==> src/rtl/bank_xlat_pkg.sv <==
package bank_xlat_pkg;

   typedef enum logic [1:0] {
      NT_VERT      = 2'd0,
      NT_HORZ      = 2'd1,
      NT_SCREEN_LO = 2'd2,
      NT_SCREEN_HI = 2'd3
   } nt_mode_t;

   // Upper three CPU address bits of the work RAM window (0x6000-0x7FFF)
   localparam logic [2:0] WRAM_WINDOW = 3'b011;

   function automatic nt_mode_t nt_decode(input logic full, input logic [1:0] ctl);
      if (full && ctl[1])
         return ctl[0] ? NT_SCREEN_HI : NT_SCREEN_LO;
      return ctl[0] ? NT_HORZ : NT_VERT;
   endfunction

endpackage

==> src/rtl/bank_prg_slot.sv <==
module bank_prg_slot #(
   parameter int PRG_BANK_W = 8
) (
   input  logic [1:0]            slot,
   input  logic [PRG_BANK_W-1:0] sel0,
   input  logic [PRG_BANK_W-1:0] sel1,
   input  logic                  swap_en,
   output logic [PRG_BANK_W-1:0] bank
);
   localparam logic [PRG_BANK_W-1:0] LAST_BANK = '1;
   localparam logic [PRG_BANK_W-1:0] PENULT    = LAST_BANK - 1'b1;

   logic [1:0] eff_slot;

   always_comb begin
      eff_slot = slot;
      // even slots trade places when the swap bit is set
      if (swap_en && !slot[0])
         eff_slot[1] = ~slot[1];
      if (eff_slot[1])
         bank = {{(PRG_BANK_W-1){1'b1}}, eff_slot[0]};
      else
         bank = eff_slot[0] ? sel1 : sel0;
   end

   always_comb begin
      if (slot[0])
         AST_ODD_SLOT_FIXED: assert (bank == (slot[1] ? LAST_BANK : sel1));
      if (swap_en && slot == 2'd0)
         AST_SWAP_TO_FIXED: assert (bank == PENULT);
      if (!swap_en && slot == 2'd0)
         AST_FIRST_DIRECT: assert (bank == sel0);
   end
endmodule

==> src/rtl/bank_chr_slot.sv <==
module bank_chr_slot #(
   parameter int CHR_BANK_W = 9,
   parameter int CHR_SLOTS  = 8
) (
   input  logic [$clog2(CHR_SLOTS)+9:0]      ppu_addr,
   input  logic [CHR_SLOTS*CHR_BANK_W-1:0]   chr_sel,
   output logic [CHR_BANK_W+9:0]             chr_addr
);
   localparam int SLOT_BITS = $clog2(CHR_SLOTS);

   logic [CHR_BANK_W-1:0] slot_bank [CHR_SLOTS];

   for (genvar g = 0; g < CHR_SLOTS; g++) begin : g_slot
      assign slot_bank[g] = chr_sel[g*CHR_BANK_W +: CHR_BANK_W];
   end

   assign chr_addr = {slot_bank[ppu_addr[SLOT_BITS+9:10]], ppu_addr[9:0]};
endmodule

==> src/rtl/bank_nt_mirror.sv <==
module bank_nt_mirror
   import bank_xlat_pkg::*;
(
   input  logic       full_mode,
   input  logic [1:0] ctl,
   input  logic       ppu_a11,
   input  logic       ppu_a10,
   output logic       nt_a10
);
   nt_mode_t mode;

   always_comb begin
      mode = nt_decode(full_mode, ctl);
      unique case (mode)
         NT_HORZ:      nt_a10 = ppu_a11;
         NT_VERT:      nt_a10 = ppu_a10;
         NT_SCREEN_LO: nt_a10 = 1'b0;
         NT_SCREEN_HI: nt_a10 = 1'b1;
         default:      nt_a10 = ppu_a10;
      endcase
   end

   always_comb begin
      if (full_mode && ctl[1])
         AST_ONE_SCREEN_CONST: assert (nt_a10 == ctl[0]);
   end
endmodule

==> src/rtl/bank_wram_gate.sv <==
module bank_wram_gate
   import bank_xlat_pkg::*;
#(
   parameter int WRAM_ADDR_W = 13
) (
   input  logic [15:0]            cpu_addr,
   input  logic                   full_mode,
   input  logic                   ram_on,
   output logic                   wram_en,
   output logic [WRAM_ADDR_W-1:0] wram_addr,
   output logic                   open_bus_sel,
   output logic [7:0]             open_bus_data
);
   logic in_window;
   logic allowed;

   assign in_window     = (cpu_addr[15:13] == WRAM_WINDOW);
   assign allowed       = ram_on || !full_mode;
   assign wram_en       = in_window && allowed;
   assign open_bus_sel  = in_window && !allowed;
   assign open_bus_data = open_bus_sel ? cpu_addr[15:8] : 8'h00;
   // the window base has zero low 13 bits, so the offset is a plain slice
   assign wram_addr     = cpu_addr[WRAM_ADDR_W-1:0];

   always_comb begin
      AST_GATE_EXCLUSIVE: assert (!(wram_en && open_bus_sel));
      AST_GATE_WINDOW: assert ((wram_en || open_bus_sel) ==
                               (cpu_addr >= 16'h6000 && cpu_addr <= 16'h7FFF));
   end
endmodule

==> src/rtl/bank_xlat.sv <==
module bank_xlat #(
   parameter int PRG_BANK_W  = 8,
   parameter int CHR_BANK_W  = 9,
   parameter int WRAM_ADDR_W = 13
) (
   input  logic [15:0]              cpu_addr,
   input  logic [12:0]              ppu_addr,
   input  logic [PRG_BANK_W-1:0]    prg_sel0,
   input  logic [PRG_BANK_W-1:0]    prg_sel1,
   input  logic [8*CHR_BANK_W-1:0]  chr_sel,
   input  logic [1:0]               mirror_ctl,
   input  logic [1:0]               misc_ctl,
   input  logic                     full_mode,
   output logic [PRG_BANK_W+12:0]   prg_rom_addr,
   output logic [CHR_BANK_W+9:0]    chr_addr,
   output logic                     wram_en,
   output logic [WRAM_ADDR_W-1:0]   wram_addr,
   output logic                     open_bus_sel,
   output logic [7:0]               open_bus_data,
   output logic                     nt_a10
);
   localparam int CHR_SLOTS = 8;

   if (PRG_BANK_W < 2) begin : g_bad_prg
      $error("PRG_BANK_W must be at least 2");
   end
   if (CHR_BANK_W < 1) begin : g_bad_chr
      $error("CHR_BANK_W must be at least 1");
   end
   if (WRAM_ADDR_W < 1 || WRAM_ADDR_W > 13) begin : g_bad_wram
      $error("WRAM_ADDR_W must lie in 1..13");
   end

   logic [PRG_BANK_W-1:0] prg_bank;

   bank_prg_slot #(.PRG_BANK_W(PRG_BANK_W)) u_prg (
      .slot    (cpu_addr[14:13]),
      .sel0    (prg_sel0),
      .sel1    (prg_sel1),
      .swap_en (misc_ctl[1]),
      .bank    (prg_bank)
   );

   assign prg_rom_addr = {prg_bank, cpu_addr[12:0]};

   bank_chr_slot #(.CHR_BANK_W(CHR_BANK_W), .CHR_SLOTS(CHR_SLOTS)) u_chr (
      .ppu_addr (ppu_addr),
      .chr_sel  (chr_sel),
      .chr_addr (chr_addr)
   );

   bank_nt_mirror u_nt (
      .full_mode (full_mode),
      .ctl       (mirror_ctl),
      .ppu_a11   (ppu_addr[11]),
      .ppu_a10   (ppu_addr[10]),
      .nt_a10    (nt_a10)
   );

   bank_wram_gate #(.WRAM_ADDR_W(WRAM_ADDR_W)) u_wram (
      .cpu_addr      (cpu_addr),
      .full_mode     (full_mode),
      .ram_on        (misc_ctl[0]),
      .wram_en       (wram_en),
      .wram_addr     (wram_addr),
      .open_bus_sel  (open_bus_sel),
      .open_bus_data (open_bus_data)
   );
endmodule

==> config.mk <==
export PLATFORM = sky130hd
export DESIGN_NAME = bank_xlat
export DESIGN_NICKNAME = d
export VERILOG_FILES = /design/src/rtl/bank_xlat_pkg.sv /design/src/rtl/bank_prg_slot.sv /design/src/rtl/bank_chr_slot.sv /design/src/rtl/bank_nt_mirror.sv /design/src/rtl/bank_wram_gate.sv /design/src/rtl/bank_xlat.sv
export SDC_FILE = /design/constraint.sdc
export NUM_CORES = 1
export LEC_CHECK = 0
export ABC_AREA = 1
export BUFFER_PORTS_ARGS = -buffer_cell sky130_fd_sc_hd__buf_2
export CAP_MARGIN = 10
export CORE_AREA = 2 2 71 73
export DETAILED_ROUTE_END_ITERATION = 10
export DIE_AREA = 0 0 73 75
export GPL_ROUTABILITY_DRIVEN = 0
export PLACE_DENSITY = 0.88
export SLEW_MARGIN = 0
export SYNTH_ARGS = -nofsm -noshare
export SYNTH_HDL_FRONTEND = slang
export SYNTH_SLANG_ARGS = --single-unit
export TNS_END_PERCENT = 20
==> constraint.sdc <==
create_clock -name vclk -period 1.1
set_input_delay 0.165 -clock vclk [all_inputs]
set_output_delay 0.165 -clock vclk [all_outputs]
set_load 0.03 [all_outputs]
==> qor.log <==
qor: outcome.result_of_the_run complete, but fails checks
qor: outcome.failing_checks setup timing
qor: global_routing.grt.overflow.total 0
qor: sta.fin_crit_sh 104%
qor: min_path.min_delay_path_class in -> out
qor: finish.stdcell_count 490
qor: finish.layout.sequential_cells 0
qor: route.wl_met2 3040 um
qor: route.wirelength_met1 2370 um
qor: sta.postLayoutSetupSlackWorst -0.0451 ns
qor: worst_setup_path.data_required_time_at_the_worst_endpoint 0.94 ns
qor: global_routing.antenna_found_initial 0
qor: place.detailed_place_hpwl 4190 um
qor: route.detail_route.iter0.violations 43
qor: finish.clock_buffers 0
qor: die.top_level_ports 186
qor: die.rows 25
qor: global_routing.grt_start_max_net_pins 31
qor: finish.antenna-diode-count 0
qor: place.place.port_buffers 141
qor: route.dr.max_layer_used met4
qor: sta.timing_max_transition_violations_final 0
qor: route.vias_per_cell 4.51
qor: route.met3RoutedLength 336 um
qor: power.static-leakage-power 1.68 nW
qor: die.die_width 73 um
qor: global_routing.grt_usage 18.7%
qor: sta.setup_violations 10
qor: synth.yosysUniqueCellTypes 16
qor: global_routing.first_global_vias 1974
qor: worst_setup_path.setup.worst_path.start_class primary input
qor: finish.nets 560
qor: power.power.ir.vdd_worst 0.000343 V
qor: synth.post_synth_main_area_contributors nand2_1 34%, inv_1 20%, buf_4 19%
qor: route.post-route-drc-count 0
qor: global_routing.grt_first_pass_wirelength 8360 um
qor: place.place_inst 487
qor: route.detail-route-antenna-nets 0
qor: die.die_h 75 um
qor: power.power_per_cell_area 461 nW/um2
qor: synth.synth_top_area_cell nand2_1
qor: synth.ys_warn_count 0
qor: finish.post_route_core_utilization 50.3%
qor: synth.summed_instance_area_of_the_synthesized_netlist 1510 um2
qor: route.detailedRoute.firstPassIterationCount 4
qor: worst_setup_path.setup.worst_path.end_class output port
qor: sta.grt_setup_unrepaired yes
qor: synth.synthesis.nets 452
qor: finish.seqCellArea 0 um2
qor: worst_setup_path.cp_max_fo 8
qor: route.routed-via-count 2212
qor: clock_network.cts-hold-fix-buffers 0
qor: finish.synthToLayoutAreaGrowth 55.0%
qor: job.timing.max_cap.violations 0
qor: worst_setup_path.critical_path_arrival 0.98 ns
qor: synth.portion_of_synthesized_cell_area_occupied_by_the_leading_cell_type 34.0%
qor: route.avgRoutedWirePerCell 11.9 um
qor: sta.finalWorstPathRequiredPeriod 1.15 ns
qor: synth.synth.cells.most_frequent 137 x nand2_1, 82 x inv_1, 44 x nand3_1
qor: synth.synthMostInstantiatedCell nand2_1
qor: synth.ys_seq_area_share 0%
qor: route.routed_wirelength 5820 um
qor: sta.achievable-frequency 0.873 GHz
qor: die.floorplan.initialDensity 32.5%
qor: die.core_area 4660 um2
qor: finish.filler_cell_count 484
qor: die.dieArea 5480 um2
qor: sta.timing.final.hold_violations 0
qor: finish.fraction_of_final_layout_cells_with_drive_strength_greater_than_1 43.3%
qor: synth.netlist_instances 330
qor: synth.synth.avg_cell_area 4.59 um2
qor: worst_setup_path.crit_type in -> out
timing repair:
action,CTS,global route
gates cloned,2,1
setup buffers,1,0
setup endpoints to repair,20,25
pin swaps,3,15
resized for setup,38,45
cell families after synthesis:
kind of cell | synth area share, %
other | 0.248
and+or+nand+nor | 50.8
AOI/OAI and AO/OA | 1.74
buffers and inverters | 47.2
final cells by class:
| type | instances | area, um2 | share of cell area [%] |
|---|---|---|---|
| repair buffers | 155 | 1020 | 43.3 |
| multi-input cells | 194 | 916 | 39.0 |
| inverters | 87 | 347 | 14.8 |
| well taps | 54 | 67.6 | 2.88 |
metrics by stage:
stage / hold slack, ns / power (W) / worst slack, ns / cell area (um2) / setup TNS, ns
6_report: 0.330 / 0.00108 / -0.0451 / 2350 / -0.174
5_1_grt: 0.330 / 0.00117 / -0.100 / 2350 / -1.20
4_1_cts: 0.330 / 0.00101 / -0.0840 / 2200 / -0.763
3_5_place_dp: 0.330 / 0.000885 / -0.160 / 2010 / -1.30
3_3_place_gp: 0.330 / 0.000870 / -0.143 / 2010 / -0.858
2_1_floorplan: 0.462 / 0.000748 / -0.0568 / 1510 / -0.178
worst paths after layout:
path | from | endpoint | cells past startpoint
max | ppu_addr[10] | chr_addr[13] | 9
min | ppu_addr[5] | chr_addr[5] | 0
worst max-delay path, cell delays in order:
cell      delay, ns
buf_12         0.11
clkinv_8       0.07
buf_12         0.15
nand2_4        0.05
nand3_2        0.07
nand2_2        0.09
nand2_2        0.05
nand2_2        0.08
buf_6          0.12
routing by layer:
layer	vias to the layer above	GRT usage, %
met5	-	0
met4	0	3.70
met3	8	0.937
met2	92	36.9
met1	990	22.2
li1	1122	-
placed cells by master (no fill, tap or decap):
master,n
buf_6,16
clkinv_1,1
nand3_2,10
o21ai_1,1
clkinv_8,1
a31oi_1,1
nor2_4,1
buf_12,3
inv_2,1
inv_6,1
clkbuf_16,1
nand4_4,1
buf_16,2
nand2_2,17
nand3_1,34
a21oi_1,2
conb_1,1
inv_1,82
buf_4,12
o21ai_0,1
buf_2,121
nor2_1,5
nand2_1,119
inv_4,1
nand2_4,1
report_power, final:
group / total (W) / internal, W / switching, W
registers: 0 / 0 / 0
logic: 0.00108 / 0.000472 / 0.000611
clock network: 0 / 0 / 0
(Power assumes the default switching activity.)
